### src/rtl/sarHostPkg.sv
package sarHostPkg;
  typedef struct packed {
    logic sampleHold;   // capture the core word on this edge
    logic latchResult;  // load the result register on this edge
    logic shortConv;    // current conversion is the short one
  } ctrlStrobeT;
endpackage

### src/rtl/sarHostCtrl.sv
module sarHostCtrl
  import sarHostPkg::*;
#(
  parameter int WORD_W    = 12,
  parameter int SHORT_W   = 8,
  parameter int SETUP_CYC = 1
) (
  input  logic       clk,
  input  logic       rstN,
  input  logic       chipEn,
  input  logic       chipSelN,
  input  logic       readConvN,
  input  logic       byteAddr,
  output logic       busy,
  output ctrlStrobeT strobe
);
  localparam int LONG_LEN  = WORD_W + SETUP_CYC;
  localparam int SHORT_LEN = SHORT_W + SETUP_CYC;
  localparam int CNT_W     = $clog2(LONG_LEN + 1);

  logic             armed, armedPrev, startFire;
  logic             busyReg, shortReg;
  logic [CNT_W-1:0] remain;

  assign armed     = chipEn & ~chipSelN & ~readConvN;
  assign startFire = armed & ~armedPrev & ~busyReg;

  always_ff @(posedge clk) begin
    if (!rstN) begin
      armedPrev <= 1'b0;
      busyReg   <= 1'b0;
      shortReg  <= 1'b0;
      remain    <= '0;
    end else begin
      armedPrev <= armed;
      if (startFire) begin
        busyReg  <= 1'b1;
        shortReg <= byteAddr;
        remain   <= byteAddr ? CNT_W'(SHORT_LEN) : CNT_W'(LONG_LEN);
      end else if (busyReg) begin
        if (remain == CNT_W'(1)) busyReg <= 1'b0;
        remain <= remain - CNT_W'(1);
      end
    end
  end

  assign busy               = busyReg;
  assign strobe.sampleHold  = startFire;
  assign strobe.latchResult = busyReg && (remain == CNT_W'(1));
  assign strobe.shortConv   = shortReg;

  // checker-only run-length counter
  logic [CNT_W:0] runLen;
  always_ff @(posedge clk) begin
    if (!rstN)         runLen <= '0;
    else if (!busyReg) runLen <= '0;
    else               runLen <= runLen + 1'b1;
  end

  p_start_r3: assert property (@(posedge clk) disable iff (!rstN)
    (armed && !armedPrev && !busyReg) |=> busyReg);

  p_gate_r2: assert property (@(posedge clk) disable iff (!rstN)
    (!busyReg && !(chipEn && !chipSelN)) |=> !busyReg);

  p_busy_len_r4: assert property (@(posedge clk) disable iff (!rstN)
    $fell(busyReg) |-> (runLen == (shortReg ? (CNT_W+1)'(SHORT_LEN) : (CNT_W+1)'(LONG_LEN))));

  p_ignore_r5: assert property (@(posedge clk) disable iff (!rstN)
    (busyReg && armed && !armedPrev) |=> $stable(shortReg));
endmodule

### src/rtl/sarHostData.sv
module sarHostData
  import sarHostPkg::*;
#(
  parameter int WORD_W  = 12,
  parameter int SHORT_W = 8
) (
  input  logic              clk,
  input  logic              rstN,
  input  ctrlStrobeT        strobe,
  input  logic [WORD_W-1:0] sampleWord,
  input  logic              chipEn,
  input  logic              chipSelN,
  input  logic              readConvN,
  input  logic              byteAddr,
  input  logic              wideMode,
  input  logic              busy,
  output logic [WORD_W-1:0] dataOut,
  output logic [WORD_W-1:0] dataOe
);
  localparam int NIB_W = WORD_W - SHORT_W;

  logic [WORD_W-1:0] holdReg, resultReg;
  logic              readEn;

  always_ff @(posedge clk) begin
    if (!rstN) begin
      holdReg   <= '0;
      resultReg <= '0;
    end else begin
      if (strobe.sampleHold) holdReg <= sampleWord;
      if (strobe.latchResult)
        resultReg <= strobe.shortConv ? {holdReg[WORD_W-1:NIB_W], {NIB_W{1'b0}}} : holdReg;
    end
  end

  assign readEn = chipEn & ~chipSelN & readConvN & ~busy;

  for (genvar i = 0; i < WORD_W; i++) begin : g_line
    localparam bit IN_HI  = (i >= NIB_W);
    localparam bit IN_LO  = (i < SHORT_W);
    localparam bit HAS_LO = (i < NIB_W);
    logic lineSel;
    assign lineSel   = wideMode | (~byteAddr & IN_HI) | (byteAddr & IN_LO);
    assign dataOe[i] = readEn & lineSel;
    if (HAS_LO) begin : g_lsb
      assign dataOut[i] = dataOe[i] & resultReg[i];
    end else begin : g_msb
      assign dataOut[i] = dataOe[i] & (wideMode | ~byteAddr) & resultReg[i];
    end
  end

  p_hiz_r8: assert property (@(posedge clk) disable iff (!rstN)
    !(chipEn && !chipSelN && readConvN && !busy) |-> (dataOe == '0));

  p_no_overlap_r12: assert property (@(posedge clk) disable iff (!rstN)
    !wideMode |-> !((|dataOe[WORD_W-1:SHORT_W]) && (|dataOe[NIB_W-1:0])));

  p_short_zero_r7: assert property (@(posedge clk) disable iff (!rstN)
    (strobe.latchResult && strobe.shortConv) |=> (resultReg[NIB_W-1:0] == '0));

  p_hold_r6: assert property (@(posedge clk) disable iff (!rstN)
    strobe.latchResult |=> (resultReg[WORD_W-1:NIB_W] == $past(holdReg[WORD_W-1:NIB_W])));
endmodule

### src/rtl/sarHostPort.sv
module sarHostPort
  import sarHostPkg::*;
#(
  parameter int WORD_W    = 12,
  parameter int SHORT_W   = 8,
  parameter int SETUP_CYC = 1
) (
  input  logic              clk,
  input  logic              rstN,
  input  logic              chipEn,
  input  logic              chipSelN,
  input  logic              readConvN,
  input  logic              byteAddr,
  input  logic              wideMode,
  input  logic [WORD_W-1:0] sampleWord,
  output logic              busy,
  output logic [WORD_W-1:0] dataOut,
  output logic [WORD_W-1:0] dataOe
);
  ctrlStrobeT strobe;
  logic       busyInt;

  sarHostCtrl #(.WORD_W(WORD_W), .SHORT_W(SHORT_W), .SETUP_CYC(SETUP_CYC)) uCtrl (
    .clk(clk), .rstN(rstN), .chipEn(chipEn), .chipSelN(chipSelN),
    .readConvN(readConvN), .byteAddr(byteAddr), .busy(busyInt), .strobe(strobe)
  );

  sarHostData #(.WORD_W(WORD_W), .SHORT_W(SHORT_W)) uData (
    .clk(clk), .rstN(rstN), .strobe(strobe), .sampleWord(sampleWord),
    .chipEn(chipEn), .chipSelN(chipSelN), .readConvN(readConvN),
    .byteAddr(byteAddr), .wideMode(wideMode), .busy(busyInt),
    .dataOut(dataOut), .dataOe(dataOe)
  );

  assign busy = busyInt;
endmodule

### config.mk
export PLATFORM = sky130hd
export DESIGN_NAME = sarHostPort
export DESIGN_NICKNAME = d
export VERILOG_FILES = /design/src/rtl/sarHostPkg.sv /design/src/rtl/sarHostCtrl.sv /design/src/rtl/sarHostData.sv /design/src/rtl/sarHostPort.sv
export SDC_FILE = /design/constraint.sdc
export NUM_CORES = 1
export LEC_CHECK = 0
export CAP_MARGIN = 20
export CORE_ASPECT_RATIO = 0.6
export CORE_MARGIN = 2
export CORE_UTILIZATION = 49
export CTS_BUF_LIST = sky130_fd_sc_hd__clkbuf_8
export DETAILED_ROUTE_END_ITERATION = 8
export PLACE_DENSITY = 0.82
export SLEW_MARGIN = 20
export SYNTH_ARGS = -nofsm -noshare
export SYNTH_HDL_FRONTEND = slang
export SYNTH_HIERARCHICAL = 1
export SYNTH_SLANG_ARGS = --single-unit
### constraint.sdc
create_clock -name clk -period 1.8 [get_ports clk]
set_input_delay 0.18 -clock clk [delete_from_list [all_inputs] [get_ports clk]]
set_output_delay 0.18 -clock clk [all_outputs]
set_load 0.01 [all_outputs]
==> metrics <==
register-to-register path setup slack 0.36 ns; maximum clock skew at final layout 0.005954 ns; actual transition at the worst max-transition pin 0.4529 ns; wire length of the first global-routing pass 5250 um; highest-count cells in the layout ignoring fill and taps dfxtp_1, nor2b_1, dlygate4sd2_1; share of async-settable or async-resettable flops after synthesis 0; count of maximum capacitance violations 0; Floorplan Core Area 2928 um2; Unique masters post-synth 26; total detailed-routing wirelength 3346 um; total vias in the final route 1169; Total Negative Setup Slacks 0 ns; remaining max-slew budget at the tightest pin 0.6967; sort of element at the end of the critical path output port; global route total overflow 0; htree depth 2; vias in the first global route 1139; total routing resource utilization after global routing 0.1990; clock tree from TritonCTS built; Mapped Nets 168; leak pwr 0.8315 nW; synthesized area divided by synthesized cell count 10.39 um2; count of TritonRoute iterations in the first routing pass 4; number of antenna violations at the first check in global routing 0; fill count 237; Netlist Area Pre-Place 1528 um2; unrepaired setup endpoints after global routing false; Inserted Clock Buffers 5; number of instances in the synthesized netlist 147; synthesized flop and latch total 31; DR iter-0 viols 38; maximum number of pins on one net before global-route repair 16; routed vias/inst 5.061; buffer levels on the longest clock path 2; leading cell type in the layout, fill and taps excluded dfxtp_1; utilization after layout 0.6996; Worst EP arrival 1.51 ns; required time worst endpoint 1.62 ns; kind of path behind the tightest hold check flop to flop; Hold Vio Cnt, Final 0; Chip Width 76.09 um; post-detailed-route count of antenna-violating nets 0; Final nets 210; clock input transition at the sequential cells of the worst setup and hold paths 0.05 ns; number of endpoints failing setup at the final stage 0; Placed Cells incl. Taps 223; die outline area 3595 um2; area added between synthesis and finish 34.07%; Tmin final 1.693 ns; outcome completed; Routed WL per cell 14.48 um; Skew-Pair Late Insertion Delay 0.28 ns; timing-limited maximum frequency 590.7 MHz; clock root buffer clkbuf_8; initial core utilization 0.5218; Chip Height 47.25 um; worst hold slack 0.4757 ns; clock sinks 31; leading register cell type out of synthesis dfxtp_1; area post-placement 1959 um2; startpoint class of the critical path input pin; Port Buf Inserts 43; type of the worst setup path input pin to output port; number of antenna diodes 0; Max Slew Vio Count 0; number of ports placed on the die boundary 44; YS warnings 6; layout cells sized above 1 0.1429; post-route design area 2048 um2; worst hold path depth 2; placer congestion estimate 0.8155; standard-cell row count 15; number of cells traversed by the worst register-to-register path 6; Final Instance Count excl. Fillers 231; final worst path period share 0.9406; Max IR drop VDD 0.6565 mV; post-synthesis sequential area ratio 0.4062; largest fanout of any net on the critical path 15; pwr dens 703.0 nW/um2; Final HPWL DP 2415 um; number of enable-type register cells in the synthesized netlist 0; DRC violations left 0
## power breakdown
part | leakage [nW] | switching (W) | total [W] | internal (W)
logic | 0.533 | 0.0000837 | 0.000191 | 0.000108
registers | 0.251 | 0.0000151 | 0.000721 | 0.000706
clock network | 0.0470 | 0.000229 | 0.000528 | 0.000299
## cell usage after synthesis (3+ instances only)
library cell  count  area share
buf_6             3       0.022
nor3b_1          12       0.059
nor2b_1          27        0.11
buf_4            11       0.054
nand2_1           4      0.0098
dfxtp_1          31        0.41
mux2i_1          22        0.14
buf_2             3      0.0098
inv_1             4      0.0098
nor2_1            5       0.012
a32o_1            4       0.026
## path summary, 6_finish.rpt
| kind | start | end |
|---|---|---|
| worst max register to register | uCtrl/remain[1] | uData/resultReg[10] |
| worst min-delay path | uCtrl/shortReg | uCtrl/shortReg |
| worst min register to register | uCtrl/shortReg | uCtrl/shortReg |
| worst max-delay path | readConvN | dataOut[7] |
## per-layer routing
layer	up-vias	wire length (um)	global-route usage
li1	573	-	-
met1	543	1483	0.2230
met2	42	1579	0.3536
met3	11	198	0.06538
met4	0	85	0.1200
met5	-	0	0
## sequential cells by signal, indices dropped and copies added, names as in the netlist
register and cells:
uCtrl/armedPrev 1, uCtrl/busy 1, uCtrl/remain 4, uCtrl/shortReg 1
uData/holdReg 12, uData/resultReg 12
## timing repair
| item | CTS | global route |
|---|---|---|
| hold buffers | 0 | 0 |
| setup endpoints to repair | 24 | 0 |
| buffers inserted | 1 | 0 |
| gates resized for setup | 29 | 0 |
## final cells by class
| cell class | count | area [um2] | area share |
|---|---|---|---|
| clock buffer | 6 | 82.58 | 0.04032 |
| clock inverter | 1 | 5.005 | 0.002443 |
| inverter | 4 | 15.01 | 0.007330 |
| multi-input combinational | 93 | 765.7 | 0.3739 |
| sequential | 31 | 620.6 | 0.3030 |
| tap | 42 | 52.55 | 0.02566 |
| timing repair buffer | 54 | 506.7 | 0.2474 |
## cells by family after synthesis
| kind of cell | Yosys count | synth area share |
|---|---|---|
| AO/OA/AOI/OAI | 9 | 0.04751 |
| multiplexers | 22 | 0.1441 |
| adder cells (fa/ha/maj) | 2 | 0.01638 |
| flip-flops | 31 | 0.4062 |
| AND/OR/NAND/NOR | 60 | 0.2850 |
| buffers and inverters | 23 | 0.1007 |
## worst max-delay path, stage by stage
cell and delay, ns:
clkdlybuf4s50_1 0.53, nand4bb_4 0.13, buf_12 0.17, nor3b_1 0.19, dlygate4sd2_1 0.31
## stage by stage
stage | worst slack [ns] | total power (W)
2_1_floorplan | 0.3229 | 0.0008360
3_3_place_gp | -0.2778 | 0.0009158
3_5_place_dp | -0.3330 | 0.0009260
4_1_cts | 0.09801 | 0.001454
5_1_grt | 0.01732 | 0.001502
6_report | 0.1070 | 0.001440
(Power assumes the default switching activity.)
